## src/rtl/flashcmd_pkg.sv

```systemverilog
package flashcmd_pkg;

    localparam int ADDR_W = 17;
    localparam int DATA_W = 8;

    // command bytes
    localparam logic [DATA_W-1:0] CMD_READ  = 8'hFF;
    localparam logic [DATA_W-1:0] CMD_IDENT = 8'h90;
    localparam logic [DATA_W-1:0] CMD_STAT  = 8'h70;
    localparam logic [DATA_W-1:0] CMD_CLR   = 8'h50;
    localparam logic [DATA_W-1:0] CMD_ERASE = 8'h20;
    localparam logic [DATA_W-1:0] CMD_PROG  = 8'h40;
    localparam logic [DATA_W-1:0] CMD_CONF  = 8'hD0;
    localparam logic [DATA_W-1:0] CMD_SUSP  = 8'hB0;

    // identification bytes
    localparam logic [DATA_W-1:0] ID_MFR     = 8'h89;
    localparam logic [DATA_W-1:0] ID_DEV_TOP = 8'h94;
    localparam logic [DATA_W-1:0] ID_DEV_BOT = 8'h95;

    typedef enum logic [1:0] {
        RM_ARRAY  = 2'd0,
        RM_IDENT  = 2'd1,
        RM_STATUS = 2'd2
    } rmode_e;

    typedef enum logic [1:0] {
        OP_PROG    = 2'd0,
        OP_ERASE   = 2'd1,
        OP_SUSPEND = 2'd2,
        OP_RESUME  = 2'd3
    } eop_e;

    typedef enum logic [1:0] {
        RUN_IDLE  = 2'd0,
        RUN_PROG  = 2'd1,
        RUN_ERASE = 2'd2
    } run_e;

    typedef enum logic [1:0] {
        PD_NONE  = 2'd0,
        PD_ERASE = 2'd1,
        PD_PROG  = 2'd2
    } pend_e;

    typedef struct packed {
        logic ready;
        logic esusp;
        logic eerr;
        logic perr;
        logic verr;
    } stat_t;

    typedef struct packed {
        logic              valid;
        eop_e              op;
        logic [ADDR_W-1:0] addr;
        logic [DATA_W-1:0] data;
    } ereq_t;

    function automatic logic [DATA_W-1:0] stat_byte(input stat_t s);
        return {s.ready, s.esusp, s.eerr, s.perr, s.verr, 3'b000};
    endfunction

endpackage

```

## src/rtl/flashcmd_wcap.sv

```systemverilog
module flashcmd_wcap
    import flashcmd_pkg::*;
(
    input  logic              clk,
    input  logic              rst,
    input  logic              ce_n,
    input  logic              we_n,
    input  logic [ADDR_W-1:0] addr,
    input  logic [DATA_W-1:0] wdata,
    output logic              stb,
    output logic [ADDR_W-1:0] cap_addr,
    output logic [DATA_W-1:0] cap_data
);

    logic we_q;
    logic edge_ok;

    // rising write strobe qualified by chip select
    assign edge_ok = !we_q && we_n && !ce_n;

    always_ff @(posedge clk) begin
        if (rst) begin
            we_q     <= 1'b1;
            stb      <= 1'b0;
            cap_addr <= '0;
            cap_data <= '0;
        end else begin
            we_q <= we_n;
            stb  <= edge_ok;
            if (edge_ok) begin
                cap_addr <= addr;
                cap_data <= wdata;
            end
        end
    end

endmodule

```

## src/rtl/flashcmd_seq.sv

```systemverilog
module flashcmd_seq
    import flashcmd_pkg::*;
(
    input  logic              clk,
    input  logic              rst,
    input  logic              stb,
    input  logic [ADDR_W-1:0] waddr,
    input  logic [DATA_W-1:0] wdata,
    input  logic              vpp_ok,
    input  logic              eng_done,
    input  logic              eng_fail,
    output rmode_e            mode,
    output stat_t             stat,
    output ereq_t             req,
    output run_e              run,
    output logic              susp
);

    pend_e pend;
    logic  eerr, perr, verr;
    logic  busy_c;

    assign busy_c = (run != RUN_IDLE) && !susp;

    assign stat.ready = (run == RUN_IDLE) || susp;
    assign stat.esusp = susp;
    assign stat.eerr  = eerr;
    assign stat.perr  = perr;
    assign stat.verr  = verr;

    always_ff @(posedge clk) begin
        if (rst) begin
            mode <= RM_ARRAY;
            pend <= PD_NONE;
            run  <= RUN_IDLE;
            susp <= 1'b0;
            eerr <= 1'b0;
            perr <= 1'b0;
            verr <= 1'b0;
            req  <= '0;
        end else begin
            req.valid <= 1'b0;

            // engine completion
            if (eng_done && run != RUN_IDLE) begin
                run  <= RUN_IDLE;
                susp <= 1'b0;
                if (eng_fail) begin
                    if (run == RUN_ERASE) eerr <= 1'b1;
                    else                  perr <= 1'b1;
                end
            end

            if (stb) begin
                if (pend == PD_ERASE) begin
                    pend <= PD_NONE;
                    mode <= RM_STATUS;
                    if (wdata == CMD_CONF) begin
                        if (vpp_ok) begin
                            run      <= RUN_ERASE;
                            req      <= '{valid: 1'b1, op: OP_ERASE,
                                          addr: waddr, data: wdata};
                        end else begin
                            verr <= 1'b1;
                            eerr <= 1'b1;
                        end
                    end else begin
                        eerr <= 1'b1;
                        perr <= 1'b1;
                    end
                end else if (pend == PD_PROG) begin
                    pend <= PD_NONE;
                    mode <= RM_STATUS;
                    if (vpp_ok) begin
                        run <= RUN_PROG;
                        req <= '{valid: 1'b1, op: OP_PROG,
                                 addr: waddr, data: wdata};
                    end else begin
                        verr <= 1'b1;
                        perr <= 1'b1;
                    end
                end else if (busy_c) begin
                    case (wdata)
                        CMD_STAT: mode <= RM_STATUS;
                        CMD_SUSP: begin
                            if (run == RUN_ERASE) begin
                                susp <= 1'b1;
                                mode <= RM_STATUS;
                                req  <= '{valid: 1'b1, op: OP_SUSPEND,
                                          addr: waddr, data: wdata};
                            end
                        end
                        default: ;
                    endcase
                end else if (susp) begin
                    case (wdata)
                        CMD_CONF: begin
                            susp <= 1'b0;
                            mode <= RM_STATUS;
                            req  <= '{valid: 1'b1, op: OP_RESUME,
                                      addr: waddr, data: wdata};
                        end
                        CMD_READ:  mode <= RM_ARRAY;
                        CMD_IDENT: mode <= RM_IDENT;
                        CMD_STAT:  mode <= RM_STATUS;
                        CMD_CLR: begin
                            eerr <= 1'b0;
                            perr <= 1'b0;
                            verr <= 1'b0;
                        end
                        default: ;
                    endcase
                end else begin
                    case (wdata)
                        CMD_READ:  mode <= RM_ARRAY;
                        CMD_IDENT: mode <= RM_IDENT;
                        CMD_STAT:  mode <= RM_STATUS;
                        CMD_CLR: begin
                            eerr <= 1'b0;
                            perr <= 1'b0;
                            verr <= 1'b0;
                        end
                        CMD_ERASE: pend <= PD_ERASE;
                        CMD_PROG:  pend <= PD_PROG;
                        default: ;
                    endcase
                end
            end
        end
    end

endmodule

```

## src/rtl/flashcmd_rdmux.sv

```systemverilog
module flashcmd_rdmux
    import flashcmd_pkg::*;
#(
    parameter bit TOP_BOOT = 1'b1
) (
    input  rmode_e            mode,
    input  stat_t             stat,
    input  logic [ADDR_W-1:0] addr,
    input  logic [DATA_W-1:0] array_rdata,
    input  logic              ce_n,
    input  logic              oe_n,
    input  logic              pd_n,
    output logic [DATA_W-1:0] rd_data,
    output logic              rd_oe
);

    logic [DATA_W-1:0] dev_code;
    logic [DATA_W-1:0] id_byte;
    logic [DATA_W-1:0] sel;

    generate
        if (TOP_BOOT) begin : g_top
            assign dev_code = ID_DEV_TOP;
        end else begin : g_bot
            assign dev_code = ID_DEV_BOT;
        end
    endgenerate

    always_comb begin
        if (addr == ADDR_W'(0))      id_byte = ID_MFR;
        else if (addr == ADDR_W'(1)) id_byte = dev_code;
        else                         id_byte = '0;
    end

    always_comb begin
        case (mode)
            RM_IDENT:  sel = id_byte;
            RM_STATUS: sel = stat_byte(stat);
            default:   sel = array_rdata;
        endcase
    end

    assign rd_oe   = !ce_n && !oe_n && pd_n;
    assign rd_data = rd_oe ? sel : '0;

endmodule

```

## src/rtl/flashcmd_front.sv

```systemverilog
module flashcmd_front
    import flashcmd_pkg::*;
#(
    parameter bit TOP_BOOT = 1'b1
) (
    input  logic              clk,
    input  logic              rst,
    input  logic              bus_ce_n,
    input  logic              bus_oe_n,
    input  logic              bus_we_n,
    input  logic              bus_pd_n,
    input  logic [ADDR_W-1:0] bus_addr,
    input  logic [DATA_W-1:0] bus_wdata,
    input  logic              vpp_ok,
    input  logic [DATA_W-1:0] array_rdata,
    input  logic              eng_done,
    input  logic              eng_fail,
    output logic [DATA_W-1:0] rd_data,
    output logic              rd_oe,
    output logic              req_valid,
    output logic [1:0]        req_op,
    output logic [ADDR_W-1:0] req_addr,
    output logic [DATA_W-1:0] req_data,
    output logic              eng_abort
);

    logic              core_rst;
    logic              wr_stb;
    logic [ADDR_W-1:0] wr_addr;
    logic [DATA_W-1:0] wr_data;
    rmode_e            mode;
    stat_t             stat;
    ereq_t             req;
    run_e              run;
    logic              susp;

    assign core_rst  = rst || !bus_pd_n;
    assign eng_abort = !bus_pd_n;

    flashcmd_wcap u_wcap (
        .clk      (clk),
        .rst      (core_rst),
        .ce_n     (bus_ce_n),
        .we_n     (bus_we_n),
        .addr     (bus_addr),
        .wdata    (bus_wdata),
        .stb      (wr_stb),
        .cap_addr (wr_addr),
        .cap_data (wr_data)
    );

    flashcmd_seq u_seq (
        .clk      (clk),
        .rst      (core_rst),
        .stb      (wr_stb),
        .waddr    (wr_addr),
        .wdata    (wr_data),
        .vpp_ok   (vpp_ok),
        .eng_done (eng_done),
        .eng_fail (eng_fail),
        .mode     (mode),
        .stat     (stat),
        .req      (req),
        .run      (run),
        .susp     (susp)
    );

    flashcmd_rdmux #(.TOP_BOOT(TOP_BOOT)) u_rd (
        .mode        (mode),
        .stat        (stat),
        .addr        (bus_addr),
        .array_rdata (array_rdata),
        .ce_n        (bus_ce_n),
        .oe_n        (bus_oe_n),
        .pd_n        (bus_pd_n),
        .rd_data     (rd_data),
        .rd_oe       (rd_oe)
    );

    assign req_valid = req.valid;
    assign req_op    = req.op;
    assign req_addr  = req.addr;
    assign req_data  = req.data;

endmodule

```

## config.mk

```make
export PLATFORM = sky130hd
export DESIGN_NAME = flashcmd_front
export DESIGN_NICKNAME = d
export VERILOG_FILES = /design/src/rtl/flashcmd_pkg.sv /design/src/rtl/flashcmd_wcap.sv /design/src/rtl/flashcmd_seq.sv /design/src/rtl/flashcmd_rdmux.sv /design/src/rtl/flashcmd_front.sv
export SDC_FILE = /design/constraint.sdc
export NUM_CORES = 1
export LEC_CHECK = 0
export BUFFER_PORTS_ARGS = -buffer_cell sky130_fd_sc_hd__buf_4
export CAP_MARGIN = 25
export CORE_MARGIN = 4
export CORE_UTILIZATION = 58
export CTS_CLUSTER_SIZE = 10
export DETAILED_ROUTE_END_ITERATION = 8
export PLACE_DENSITY = 0.85
export SLEW_MARGIN = 20
export SYNTH_ARGS = -nofsm -noshare
export SYNTH_HDL_FRONTEND = slang
export SYNTH_HIERARCHICAL = 1
export SYNTH_SLANG_ARGS = --single-unit
export TNS_END_PERCENT = 1
```

## constraint.sdc

```tcl
create_clock -name clk -period 3.7 [get_ports clk]
set_input_delay 0.74 -clock clk [delete_from_list [all_inputs] [get_ports clk]]
set_output_delay 0.74 -clock clk [all_outputs]
set_load 0.005 [all_outputs]
```

==> results.sh, run 1 <==
export IMPL_status="complete, no violations"
export IMPL_grt_pass1_wl_mm=14.1
export IMPL_dr_pass1_iters=4
export IMPL_io_buffers=79
export IMPL_vias_per_cell=5.92
export IMPL_max_freq_mhz=357
export IMPL_std_cell_rows=27
export IMPL_fin_crit_sh=0.757
export IMPL_htreeDepth=3
export IMPL_power_density_nw_per_um2=337
export IMPL_whs_ps=469
export IMPL_grt_max_degree=61
export IMPL_ys_types=67
export IMPL_postSynthCellCount=366
export IMPL_cts_tree="done"
export IMPL_clock_skew_ps=7.15
export IMPL_worstSetupStartpointType="flip-flop"
export IMPL_clock_latency_ps=340
export IMPL_yosysSeqAreaShare=0.382
export IMPL_end_kind="flip-flop"
export IMPL_routed_wl_mm=8.63
export IMPL_final_cell_mix="buf_4, dfxtp_1, nand2b_1, mux2i_1, nand2_1"
export IMPL_worstMarginPinSlew_ps=1010
export IMPL_hold_class="reg -> reg"
export IMPL_num_vias=3021
export IMPL_start_util=0.607
export IMPL_grt_ovfl_total=0
export IMPL_vdd_drop_max_v=0.000284
export IMPL_arrival_ps=3070
export IMPL_fin_tns_setup_ps=0
export IMPL_ios=80
export IMPL_place_inst=494
export IMPL_min_period_ps=2800
export IMPL_yosysTopAreaCell="dfxtp_1"
export IMPL_post_cts_resized=0
export IMPL_holdBufCountCts=0
export IMPL_cap_violations=0
export IMPL_dp_hpwl_mm=6.10
export IMPL_post_cts_buffers=0
export IMPL_ys_flop_type="dfxtp_1"
export IMPL_yosysWarnings=6
export IMPL_grt_usage=0.243
export IMPL_clockBufferDepth=2
export IMPL_ys_top_cells_by_area="dfxtp_1, nand2b_1, mux2i_1"
export IMPL_syn_area_per_cell_um2=9.30
export IMPL_rsz0062_at_grt="false"
export IMPL_post_route_drc_count=0
export IMPL_fin_nets=479
export IMPL_netlist_area_um2=3400
export IMPL_synth_enable_flop_cells=0
export IMPL_drive_gt1_frac=0.272
export IMPL_clkSinkCount=65
export IMPL_grt_pass1_vias=2848
export IMPL_path_clk_slew_ps=70
export IMPL_crit_fanout=12
export IMPL_syn_num_nets=412
export IMPL_numCtsBuffers=9
export IMPL_fin_util=0.739
export IMPL_antenna_found_initial=0
export IMPL_critPathRequiredTime_ps=3970
export IMPL_cts_root_buffer="clkbuf_8"
export IMPL_avgRoutedWirePerCell_um=16.9
export IMPL_gp_congestion=0.925
export IMPL_hold_viol_final=0
export IMPL_die_area_um2=7160
export IMPL_crit_type="reg -> reg"
export IMPL_stdcell_count=510
export IMPL_antenna_cells=0
export IMPL_synth_top_area_share=0.382
export IMPL_die_w_um=84.6
export IMPL_initialDrtViolationCount=286
export IMPL_setup_violations=0
export IMPL_syn_to_final_growth_pct=21.6
export IMPL_p_leak_nw=1.55
export IMPL_core_area_um2=5610
export IMPL_mostFrequentLayoutCell="buf_4"
export IMPL_slew_violations=0
export IMPL_synth_seq_cells=65
export IMPL_die_height_um=84.6
export IMPL_ant_nets=0
export IMPL_async_flop_share=0
export IMPL_maxSlewHeadroom=0.312
critical path, stage by stage, from the launching register on:
cell and delay, ps:
dfxtp_1 370, inv_1 50, ha_1 330, nor2_1 490, o211ai_1 170, a2111oi_0 930, o21ai_0 240, a21oi_1 160
routing by layer:
metal  track usage  routed length, um  vias to the layer above
li1              -                  -                     1460
met1         0.337               3880                     1428
met2         0.366               3960                      124
met3        0.0648                689                        9
met4        0.0806                107                        0
met5             0                  0                        -
registers in the layout, summed over array words and instances (netlist names):
register and flops:
u_seq/pend 2, u_wcap/stb 1, u_wcap/cap_data 8, u_seq/eerr 1
u_seq/susp 1, u_seq/verr 1, u_seq/mode 2, u_seq/run 2
u_seq/perr 1, u_seq/req 28, u_wcap/cap_addr 17, u_wcap/we_q 1
power by group:
group          total [mW]  switching (mW)  leakage (nW)  internal [mW]
logic              0.0981          0.0452         0.935         0.0529
clock network       0.595           0.268        0.0953          0.327
registers           0.703         0.00197         0.524          0.701
total                1.40           0.315          1.55           1.08
kinds of logic after synthesis:
logic type                 share of synthesized area
AOI/OAI and AO/OA                              0.172
xor gates and xnor gates                     0.00515
adders and majority gates                     0.0147
buffers and inverters                         0.0713
DFF                                            0.382
muxes                                         0.0764
and+or+nand+nor                                0.278
layout make-up:
| class | count | area [um2] |
|---|---|---|
| inverters | 13 | 53.8 |
| multi-input cells | 260 | 1870 |
| well taps | 72 | 90.1 |
| fillers | 462 | 1470 |
| clock inverters | 5 | 55.1 |
| repair buffers | 84 | 631 |
| flip-flops and latches | 65 | 1300 |
| clock buffers | 11 | 141 |
cells in the mapped netlist (4+ instances only):
cell type and count:
nor4_1 5, clkbuf_1 16, nand2_1 22, nor3_1 6, buf_4 4, nand4_1 4, o21ai_1 4, a211oi_1 4
a21oi_1 14, nand2b_1 54, a32o_1 4, dfxtp_1 65, inv_1 11, a22o_1 17, mux2i_1 26, nor2_1 10
o21ai_0 9, nand3_1 13, nand4b_1 4, ha_1 4
through the flow:
stage | total power [mW] | setup slack (ps) | cell area (um2)
final | 1.40 | 899 | 4140
after global routing | 1.45 | 724 | 4140
after CTS | 1.41 | 989 | 4140
after detailed placement | 0.817 | 1020 | 3950
after global placement | 0.815 | 1070 | 3950
after floorplan | 0.764 | 1370 | 3400
final timing paths:
check / end / cells after the start / startpoint / slack (ps)
worst max-delay path: u_seq/mode[1] / 7 / u_seq/pend[1] / 900
worst min-delay path: u_seq/req[11] / 1 / u_wcap/cap_addr[3] / 470
worst max register to register: u_seq/mode[1] / 7 / u_seq/pend[1] / 900
worst min register to register: u_seq/req[11] / 1 / u_wcap/cap_addr[3] / 470
Power figures use the tool's default switching activity.
==> inputs of run 2 (changes only) <==
--- a/config.mk
+++ b/config.mk
@@ -8,10 +8,10 @@
 export BUFFER_PORTS_ARGS = -buffer_cell sky130_fd_sc_hd__buf_4
 export CAP_MARGIN = 25
 export CORE_MARGIN = 4
-export CORE_UTILIZATION = 58
+export CORE_UTILIZATION = 54
 export CTS_CLUSTER_SIZE = 10
 export DETAILED_ROUTE_END_ITERATION = 8
-export PLACE_DENSITY = 0.85
+export PLACE_DENSITY = 0.8
 export SLEW_MARGIN = 20
 export SYNTH_ARGS = -nofsm -noshare
 export SYNTH_HDL_FRONTEND = slang
==> constraint.sdc (replaced) <==
create_clock -name clk -period 2.9 [get_ports clk]
set_input_delay 0.58 -clock clk [delete_from_list [all_inputs] [get_ports clk]]
set_output_delay 0.58 -clock clk [all_outputs]
set_load 0.005 [all_outputs]
==> results.sh, run 2 (synthesized netlist as in run 1, its figures left out) <==
export IMPL_grt_max_degree=27
export IMPL_clockBufferDepth=2
export IMPL_cap_violations=0
export IMPL_reg_top3="u_seq/req: 28 flops, u_wcap/cap_addr: 17 flops, u_wcap/cap_data: 8 flops"
export IMPL_htreeDepth=3
export IMPL_path_clk_slew_ps=70
export IMPL_hold_class="in -> reg"
export IMPL_die_height_um=87.4
export IMPL_worstSetupStartpointType="flip-flop"
export IMPL_antenna_found_initial=0
export IMPL_grt_ovfl_total=0
export IMPL_syn_to_final_growth_pct=24.0
export IMPL_place_inst=503
export IMPL_grt_usage=0.227
export IMPL_clock_latency_ps=340
export IMPL_fin_crit_sh=0.885
export IMPL_post_cts_resized=0
export IMPL_arrival_ps=2850
export IMPL_clock_skew_ps=9.43
export IMPL_post_route_drc_count=0
export IMPL_vdd_drop_max_v=0.000290
export IMPL_routed_wl_mm=8.76
export IMPL_num_vias=3015
export IMPL_ant_nets=0
export IMPL_mostFrequentLayoutCell="buf_4"
export IMPL_stdcell_count=519
export IMPL_grt_pass1_wl_mm=13.6
export IMPL_finalInstanceArea_um2=4220
export IMPL_ios=80
export IMPL_fin_tns_setup_ps=0
export IMPL_whs_ps=429
export IMPL_maxSlewHeadroom=0.532
export IMPL_crit_type="reg -> reg"
export IMPL_crit_fanout=17
export IMPL_numCtsBuffers=9
export IMPL_dr_pass1_iters=6
export IMPL_cts_root_buffer="clkbuf_8"
export IMPL_setup_violations=0
export IMPL_cts_tree="done"
export IMPL_p_leak_nw=1.60
export IMPL_grt_pass1_vias=2832
export IMPL_setup_slack_ps=334
export IMPL_hold_viol_final=0
export IMPL_gp_congestion=0.953
export IMPL_rsz0062_at_grt="false"
export IMPL_start_util=0.565
export IMPL_holdBufCountCts=0
export IMPL_std_cell_rows=28
export IMPL_end_kind="flip-flop"
export IMPL_post_cts_buffers=0
export IMPL_post_dp_cell_area_um2=3990
export IMPL_die_area_um2=7640
export IMPL_power_density_nw_per_um2=448
export IMPL_dp_hpwl_mm=6.31
export IMPL_clkSinkCount=65
export IMPL_max_freq_mhz=390
export IMPL_final_cell_mix="buf_4, dfxtp_1, nand2b_1, mux2i_1, nand2_1"
export IMPL_critPathRequiredTime_ps=3180
export IMPL_min_period_ps=2570
export IMPL_core_area_um2=6030
export IMPL_fin_nets=485
export IMPL_slew_violations=0
export IMPL_antenna_cells=0
export IMPL_initialDrtViolationCount=261
export IMPL_dp_slack_ps=430
export IMPL_status="complete, no violations"
export IMPL_largest_reg_flops=28
export IMPL_regMostFlops="u_seq/req"
export IMPL_vias_per_cell=5.81
export IMPL_avgRoutedWirePerCell_um=16.9
export IMPL_drive_gt1_frac=0.284
export IMPL_die_w_um=87.4
export IMPL_worstMarginPinSlew_ps=700
export IMPL_io_buffers=79
run 2: changes by cell type in the layout (fill, tap and decap cells not counted):
cell / delta
buf_4: +6
bufinv_16: +1
clkbuf_1: -1
clkinv_2: -1
clkinv_4: +1
clkinvlp_4: -1
inv_6: +1
run 2: metal layers:
metal,global-route usage,vias up,part of all wire
met5,0,-,0
met4,0.0921,0,0.017
met3,0.0397,15,0.067
met2,0.368,104,0.47
met1,0.299,1419,0.45
li1,-,1477,-
run 2: area by class of cell:
class	count	area, um2
Fill cell	508	1800
Inverter	13	53.8
Multi-Input combinational cell	260	1870
Clock buffer	10	138
Timing Repair Buffer	90	676
Tap cell	75	93.8
Sequential cell	65	1300
Clock inverter	6	90.1
run 2: path summary, 6_finish.rpt:
kind / start / endpoint / slack (ps) / cells after the start
max: u_seq/pend[0] / u_seq/req[18] / 330 / 6
min: bus_we_n / u_wcap/we_q / 430 / 2
max reg2reg: u_seq/pend[0] / u_seq/req[18] / 330 / 6
min reg2reg: u_wcap/cap_addr[15] / u_seq/req[23] / 470 / 1
run 2: critical path: stages (launching register included):
cell      delay, ps
dfxtp_1         370
ha_1            470
inv_1           230
nor4_2          430
a311oi_1        160
nor3_4          600
a22o_1          230
run 2: report_power, final:
part	total [mW]	leakage [nW]	switching, mW	internal (mW)
logic	0.128	0.964	0.0585	0.0693
registers	0.896	0.524	0.00207	0.894
clock network	0.869	0.113	0.359	0.510
total	1.89	1.60	0.419	1.47
run 2: stage by stage:
step	total power, mW	util
after floorplan	0.974	-
after global placement	1.04	0.663
after detailed placement	1.04	0.663
after CTS	1.90	0.701
after global routing	1.95	0.701
final	1.89	0.701
